==> src/rtl/dma_chan_regs.sv <==
module dma_chan_regs #(
  parameter int NUM_CH = 4,
  parameter int ADDR_W = 16,
  parameter int SZ_DEF = 6
) (
  input  logic                   clk,
  input  logic                   rst_n,
  input  logic                   bus_wr,
  input  logic                   bus_wide,
  input  logic [ADDR_W-1:0]      bus_addr,
  input  logic [63:0]            bus_wdata,
  output logic [63:0]            bus_rdata,
  output logic [NUM_CH-1:0]      eng_start,
  input  logic [NUM_CH-1:0]      eng_done,
  input  logic [NUM_CH-1:0]      eng_err,
  output logic [32*NUM_CH-1:0]   exec_cfg,
  output logic [64*NUM_CH-1:0]   exec_bytes,
  output logic [64*NUM_CH-1:0]   exec_dst,
  output logic [64*NUM_CH-1:0]   exec_src,
  output logic [2*NUM_CH-1:0]    irq
);
  localparam int CHW = ADDR_W - 12;
  localparam logic [31:0] CFG_DEF = {4'(SZ_DEF), 4'(SZ_DEF), 24'h0};
  localparam logic [11:0] O_CTL = 12'h000, O_NCFG = 12'h004, O_NBYT = 12'h008,
                          O_NDST = 12'h010, O_NSRC = 12'h018, O_XCFG = 12'h104,
                          O_XBYT = 12'h108, O_XDST = 12'h110, O_XSRC = 12'h118;

  wire [CHW-1:0] bus_ch = bus_addr[ADDR_W-1:12];
  wire [11:0]    off    = bus_addr[11:0];

  function automatic logic [63:0] merge(input logic [63:0] old, input logic [63:0] d,
                                        input logic wide);
    return wide ? d : {old[63:32], d[31:0]};
  endfunction

  logic [63:0] rd_ch [NUM_CH];

  for (genvar g = 0; g < NUM_CH; g++) begin : g_ch
    logic        c_claim, c_run, c_die, c_eie, c_done, c_err;
    logic [31:0] n_cfg, x_cfg;
    logic [63:0] n_byt, n_dst, n_src, x_byt, x_dst, x_src;

    wire sel    = (bus_ch == CHW'(g));
    wire wr     = bus_wr & sel;
    wire wr_ctl = wr & (off == O_CTL);
    wire w_clm  = bus_wdata[0];
    wire w_run  = bus_wdata[1];
    wire rise   = wr_ctl & ~c_claim & w_clm;
    wire kill   = ~c_claim | (~c_run & ~w_clm);
    wire go     = wr_ctl & c_claim & ~c_run & w_clm & w_run;

    assign eng_start[g] = go;

    always_ff @(posedge clk or negedge rst_n) begin
      if (!rst_n) begin
        c_claim <= 1'b0; c_run <= 1'b0; c_die <= 1'b0;
        c_eie   <= 1'b0; c_done <= 1'b0; c_err <= 1'b0;
      end else begin
        if (wr_ctl) begin
          c_claim <= w_clm | c_run;
          c_run   <= kill ? 1'b0 : w_run;
          c_die   <= bus_wdata[14];
          c_eie   <= bus_wdata[15];
          c_done  <= bus_wdata[30];
          c_err   <= bus_wdata[31];
        end
        if (go) begin
          c_done <= 1'b0;
          c_err  <= 1'b0;
        end
        if (eng_done[g]) begin
          c_run  <= 1'b0;
          c_done <= 1'b1;
        end
        if (eng_err[g]) c_err <= 1'b1;
      end
    end

    always_ff @(posedge clk or negedge rst_n) begin
      if (!rst_n) begin
        n_cfg <= CFG_DEF; n_byt <= '0; n_dst <= '0; n_src <= '0;
      end else if (rise) begin
        n_cfg <= CFG_DEF; n_byt <= '0; n_dst <= '0; n_src <= '0;
      end else if (wr) begin
        case (off)
          O_NCFG:  n_cfg <= bus_wdata[31:0];
          O_NBYT:  n_byt <= merge(n_byt, bus_wdata, bus_wide);
          O_NDST:  n_dst <= merge(n_dst, bus_wdata, bus_wide);
          O_NSRC:  n_src <= merge(n_src, bus_wdata, bus_wide);
          default: ;
        endcase
      end
    end

    always_ff @(posedge clk or negedge rst_n) begin
      if (!rst_n) begin
        x_cfg <= '0; x_byt <= '0; x_dst <= '0; x_src <= '0;
      end else if (go) begin
        x_cfg <= n_cfg; x_byt <= n_byt; x_dst <= n_dst; x_src <= n_src;
      end
    end

    always_comb begin
      case (off)
        O_CTL:   rd_ch[g] = {32'h0, c_err, c_done, 14'h0, c_eie, c_die, 12'h0, c_run, c_claim};
        O_NCFG:  rd_ch[g] = {32'h0, n_cfg};
        O_NBYT:  rd_ch[g] = n_byt;
        O_NDST:  rd_ch[g] = n_dst;
        O_NSRC:  rd_ch[g] = n_src;
        O_XCFG:  rd_ch[g] = {32'h0, x_cfg};
        O_XBYT:  rd_ch[g] = x_byt;
        O_XDST:  rd_ch[g] = x_dst;
        O_XSRC:  rd_ch[g] = x_src;
        default: rd_ch[g] = '0;
      endcase
    end

    assign exec_cfg[g*32 +: 32]   = x_cfg;
    assign exec_bytes[g*64 +: 64] = x_byt;
    assign exec_dst[g*64 +: 64]   = x_dst;
    assign exec_src[g*64 +: 64]   = x_src;
    assign irq[2*g]   = c_die & c_done;
    assign irq[2*g+1] = c_eie & c_err;
  end

  logic [63:0] rd_sel;
  always_comb begin
    rd_sel = '0;
    for (int i = 0; i < NUM_CH; i++)
      if (bus_ch == CHW'(i)) rd_sel = rd_ch[i];
  end

  assign bus_rdata = bus_wide ? rd_sel : {32'h0, rd_sel[31:0]};
endmodule

==> config.mk <==
export PLATFORM = sky130hd
export DESIGN_NAME = dma_chan_regs
export DESIGN_NICKNAME = d
export VERILOG_FILES = /design/src/rtl/dma_chan_regs.sv
export SDC_FILE = /design/constraint.sdc
export NUM_CORES = 2
export LEC_CHECK = 0
export BUFFER_PORTS_ARGS = -buffer_cell sky130_fd_sc_hd__clkbuf_2
export CORE_AREA = 4 4 415 417
export DETAILED_ROUTE_END_ITERATION = 12
export DIE_AREA = 0 0 419 421
export GPL_ROUTABILITY_DRIVEN = 1
export HOLD_SLACK_MARGIN = 0.02
export MAX_ROUTING_LAYER = met4
export PLACE_DENSITY_LB_ADDON = 0.08
export SYNTH_ARGS = -nofsm -noshare
export SYNTH_HDL_FRONTEND = slang
export SYNTH_SLANG_ARGS = --single-unit
==> constraint.sdc <==
create_clock -name clk -period 3.07 [get_ports clk]
set_input_delay 0.307 -clock clk [delete_from_list [all_inputs] [get_ports clk]]
set_output_delay 0.307 -clock clk [all_outputs]
set_load 0.03 [all_outputs]
==> impl_results.md <==
* Failing checks: setup timing
* Die ar. at around 0.18 mm2
* Final period util at 1.17
* # port buffers at 1063
* CTS H-tree depth at 4
* Hold Path Origin: bus_wdata[43]
* Peak supply drop at 0.660 mV
* Via density at 6.38
* Critical-path maximum fanout at 7
* EDFF count, synth at 0
* Slew Limit Headroom at 0.333
* R2R setup slack at roughly 730 ps
* Final worst slack at -513 ps
* Post-DP HPWL at 288 mm
* Placed Area at 0.0933 mm2
* Area growth syn-to-layout at 37.1%
* Worst-margin pin slew at approximately 1000 ps
* Distinct cells, synth at 75
* Syn Std Cell Area at 0.0786 mm2
* Min Clock Period, post-route at roughly 3600 ps
* Starting density of the core at 0.466
* CP cell instances: clkbuf_16, buf_4, nor4b_2, buf_4, buf_4, buf_4, nand3_1, o22ai_1, a211o_1, o211ai_1, clkbuf_16, a2111oi_4, clkbuf_8
* WS Path Type: input pin to output port
* CTS tree: built
* Hold depth at 3
* CP peak stage delay at 450 ps
* First DRT Iteration DRCs at 9427
* Final wirelength at ~400 mm
* Worst hold path type: input pin to flop
* Synth Flop Type: dfrtp_1
* Total GRT Usage at 0.457
* GP Congestion at ~1.0
* Wire per inst at 35.8 um
* CP most frequent cell: buf_4
* CP Launch Type: input pin
* Yosys warnings at 0
* Mapped Cells at slightly below 7000
* Hold slack at between 70 and 80 ps
* RR Endpoint: g_ch[0].x_dst[25]
* Design Area, Final at roughly 0.11 mm2
* Pwr per Cell Area at ~470 mW/mm2
* Worst hold endpoint: g_ch[0].n_byt[43]
* Max cap viols at 0
* Clock sink count at 1816
* Status: finished with violations
* Fmax at 0.279 GHz
* Worst EP required at 2760 ps
* Hold Fails Final Rpt at 0
* Seq cells post-synth at around 1800
* Top-level I/O count at 1064
* Met1 GRT Util at 0.559
* Row count at 151
* Slew Viols, Final at 0
* Post-route ant nets at 0
* Grt ovf at 0
* Synth Area per Inst at 11.3 um2
* Die Width at 419 um
* Critical R2R Launch: g_ch[0].c_claim
* Vias in the first global route at about 69000
* Asr flop ratio synth at 1.00
* Clock skew at about 33 ps
* Worst EP arrival at around 3300 ps
* Largest net degree at the start of global routing at 82
* Die H at 421 um
* Met2 Use GR at 0.626
* Worst skew pair latency at 860 ps
* Routing usage on met3 at 0.148
* Clock root buffer: clkbuf_16
* Unrepaired setup endpoints after global routing: true
* Post-layout nets at 8846
* Initial DRT Pass Iterations at 10
* Slowest-stage cell, CP: a2111oi_4
* Layout cells sized above 1 at 0.420
* Crit end category: output port
* Remaining DRCs at 0
* Antenna violations before repair at 52
* Final-report setup violation count at 64
* R2R depth at 6
* Final Non-Filler Cells at between 10000 and 15000
* Final Util at 0.639
* Pleak at 52.0 nW
* Cts bufs inserted at 195
* CTS clk-pin slew, worst paths at 60 ps
* Setup TNS at -20120 ps
* Sequential area share after synthesis at 0.578
* Placed cell count at around 10000
* Post-synthesis net count at between 7000 and 8000
* Core outline area at 0.169 mm2
* Longest Clk Path Bufs at 3
* Total number of vias at ~71000
* First-pass GRT wire length at 553 mm
* GR peak layer: met2
## logic make-up (layout without fill, tap and decap cells)
| logic type | count (synthesis) | count (layout) | synth area share |
|---|---|---|---|
| compound gates | 1984 | 1984 | 0.162 |
| simple gates | 1621 | 1621 | 0.0880 |
| flops | 1816 | 1816 | 0.578 |
| mux | 974 | 974 | 0.139 |
| other cells | 0 | 59 | 0 |
| buf+inv | 567 | 2516 | 0.0330 |
## cells in the final DEF (no fill, tap or decap), types with 18 or more instances in the layout
master | netlist | layout
buf_16 | 0 | 42
nor3_4 | 7 | 20
dlygate4sd3_1 | 0 | 38
clkbuf_2 | 0 | 984
clkbuf_8 | 0 | 85
clkinv_2 | 0 | 32
a21oi_1 | 180 | 154
nand3_1 | 137 | 95
buf_6 | 5 | 123
a222oi_1 | 160 | 160
a21oi_2 | 0 | 18
dfrtp_1 | 1800 | 1800
mux2i_1 | 54 | 54
o21ai_4 | 0 | 30
clkbuf_1 | 256 | 52
nand2_1 | 1255 | 1244
a221oi_1 | 65 | 40
a22oi_1 | 326 | 289
buf_4 | 42 | 571
o21ai_0 | 916 | 905
a22oi_2 | 0 | 37
a211oi_1 | 51 | 27
buf_12 | 0 | 279
a22o_1 | 50 | 47
a221oi_2 | 0 | 19
and3_1 | 47 | 26
diode_2 | 0 | 59
nor2_1 | 54 | 45
mux2_2 | 920 | 920
nand3_2 | 1 | 36
and3_4 | 0 | 19
buf_8 | 0 | 65
clkbuf_16 | 0 | 208
## metal layers
metal  vias up  share of wire  routed length (um)
met4         0          0.095               37900
met1     36300           0.37              147000
met3      1230           0.12               47400
met2      4741           0.42              168000
met5         -              0                   0
li1      29200              -                   -
## cells in the mapped netlist (all sizes together), types with 14 or more instances
cell type | instances | area share
o21ai | 956 | 0.061
a2111oi | 26 | 0.0029
o2bb2ai | 22 | 0.0025
a21boi | 14 | 0.0013
dfrtp | 1800 | 0.57
a22o | 50 | 0.0056
dfstp | 16 | 0.0053
a211o | 19 | 0.0021
nor3 | 33 | 0.0035
a211oi | 51 | 0.0049
buf | 299 | 0.020
a31oi | 31 | 0.0025
nand2 | 1256 | 0.060
mux2i | 54 | 0.0069
a22oi | 326 | 0.031
o211ai | 14 | 0.0013
nand3 | 138 | 0.0089
nor4 | 20 | 0.0020
clkbuf | 256 | 0.012
mux2 | 920 | 0.13
a221oi | 65 | 0.0072
and3 | 47 | 0.0037
a222oi | 160 | 0.020
a21oi | 180 | 0.011
nor2 | 57 | 0.0029
## state kept, by name (all words and copies together), names as in the netlist
name,cells
g_ch.c_done,4
g_ch.n_byt,256
g_ch.c_err,4
g_ch.n_cfg,128
g_ch.n_dst,256
g_ch.c_run,4
g_ch.x_src,256
g_ch.x_byt,256
g_ch.n_src,256
g_ch.c_die,4
g_ch.x_cfg,128
g_ch.c_eie,4
g_ch.c_claim,4
g_ch.x_dst,256
## where the power goes
group / switching, mW / internal, mW / leakage, nW / total [mW]
Combinational: 1.62 / 0.535 / 23.6 / 2.16
Clock: 10.1 / 14.0 / 3.19 / 24.1
Sequential: 0.00315 / 23.9 / 25.3 / 23.9
Total: 11.7 / 38.5 / 52.0 / 50.2
## worst max-delay path by stage
stage	slack [ps]	from	endpoint	cells after the start
2_1_floorplan	-140	bus_addr[8]	bus_rdata[7]	9
3_3_place_gp	-1270	bus_addr[3]	bus_rdata[18]	13
3_5_place_dp	-1030	bus_addr[8]	bus_rdata[43]	12
4_1_cts	-430	bus_addr[2]	bus_rdata[28]	12
5_1_grt	-560	bus_addr[6]	bus_rdata[28]	12
6_report	-510	bus_addr[6]	bus_rdata[28]	13
## area by class of cell
type / count / area [um2]
multi-input combinational: 4579 / 33400
tap: 2218 / 2780
timing repair buffer: 2150 / 19500
inverter: 12 / 45.0
clock inverter: 49 / 503
fill: 13300 / 60900
clock buffer: 305 / 5950
sequential: 1816 / 45500
antenna: 59 / 148
## critical path, delay by kind of cell
family	cells	cell delay, ps
buf+inv	7	1460
compound gates	4	1040
simple gates	2	440
## per-stage QoR
stage	setup slack, ps	total power [mW]
after floorplan	-141	24.8
after global placement	-1270	26.3
after detailed placement	-1030	26.3
after CTS	-435	50.1
after global routing	-560	51.3
final	-513	50.2
## timing repair
| action | CTS | global route |
|---|---|---|
| endpoints found under the setup margin | 68 | 66 |
| endpoints found under the hold margin | 287 | 0 |
| gates cloned | 31 | 2 |
| setup buffers | 222 | 119 |
| hold buffers | 38 | 0 |
| resized for setup | 659 | 220 |
| pin swaps | 181 | 157 |
(Power assumes the default switching activity.)
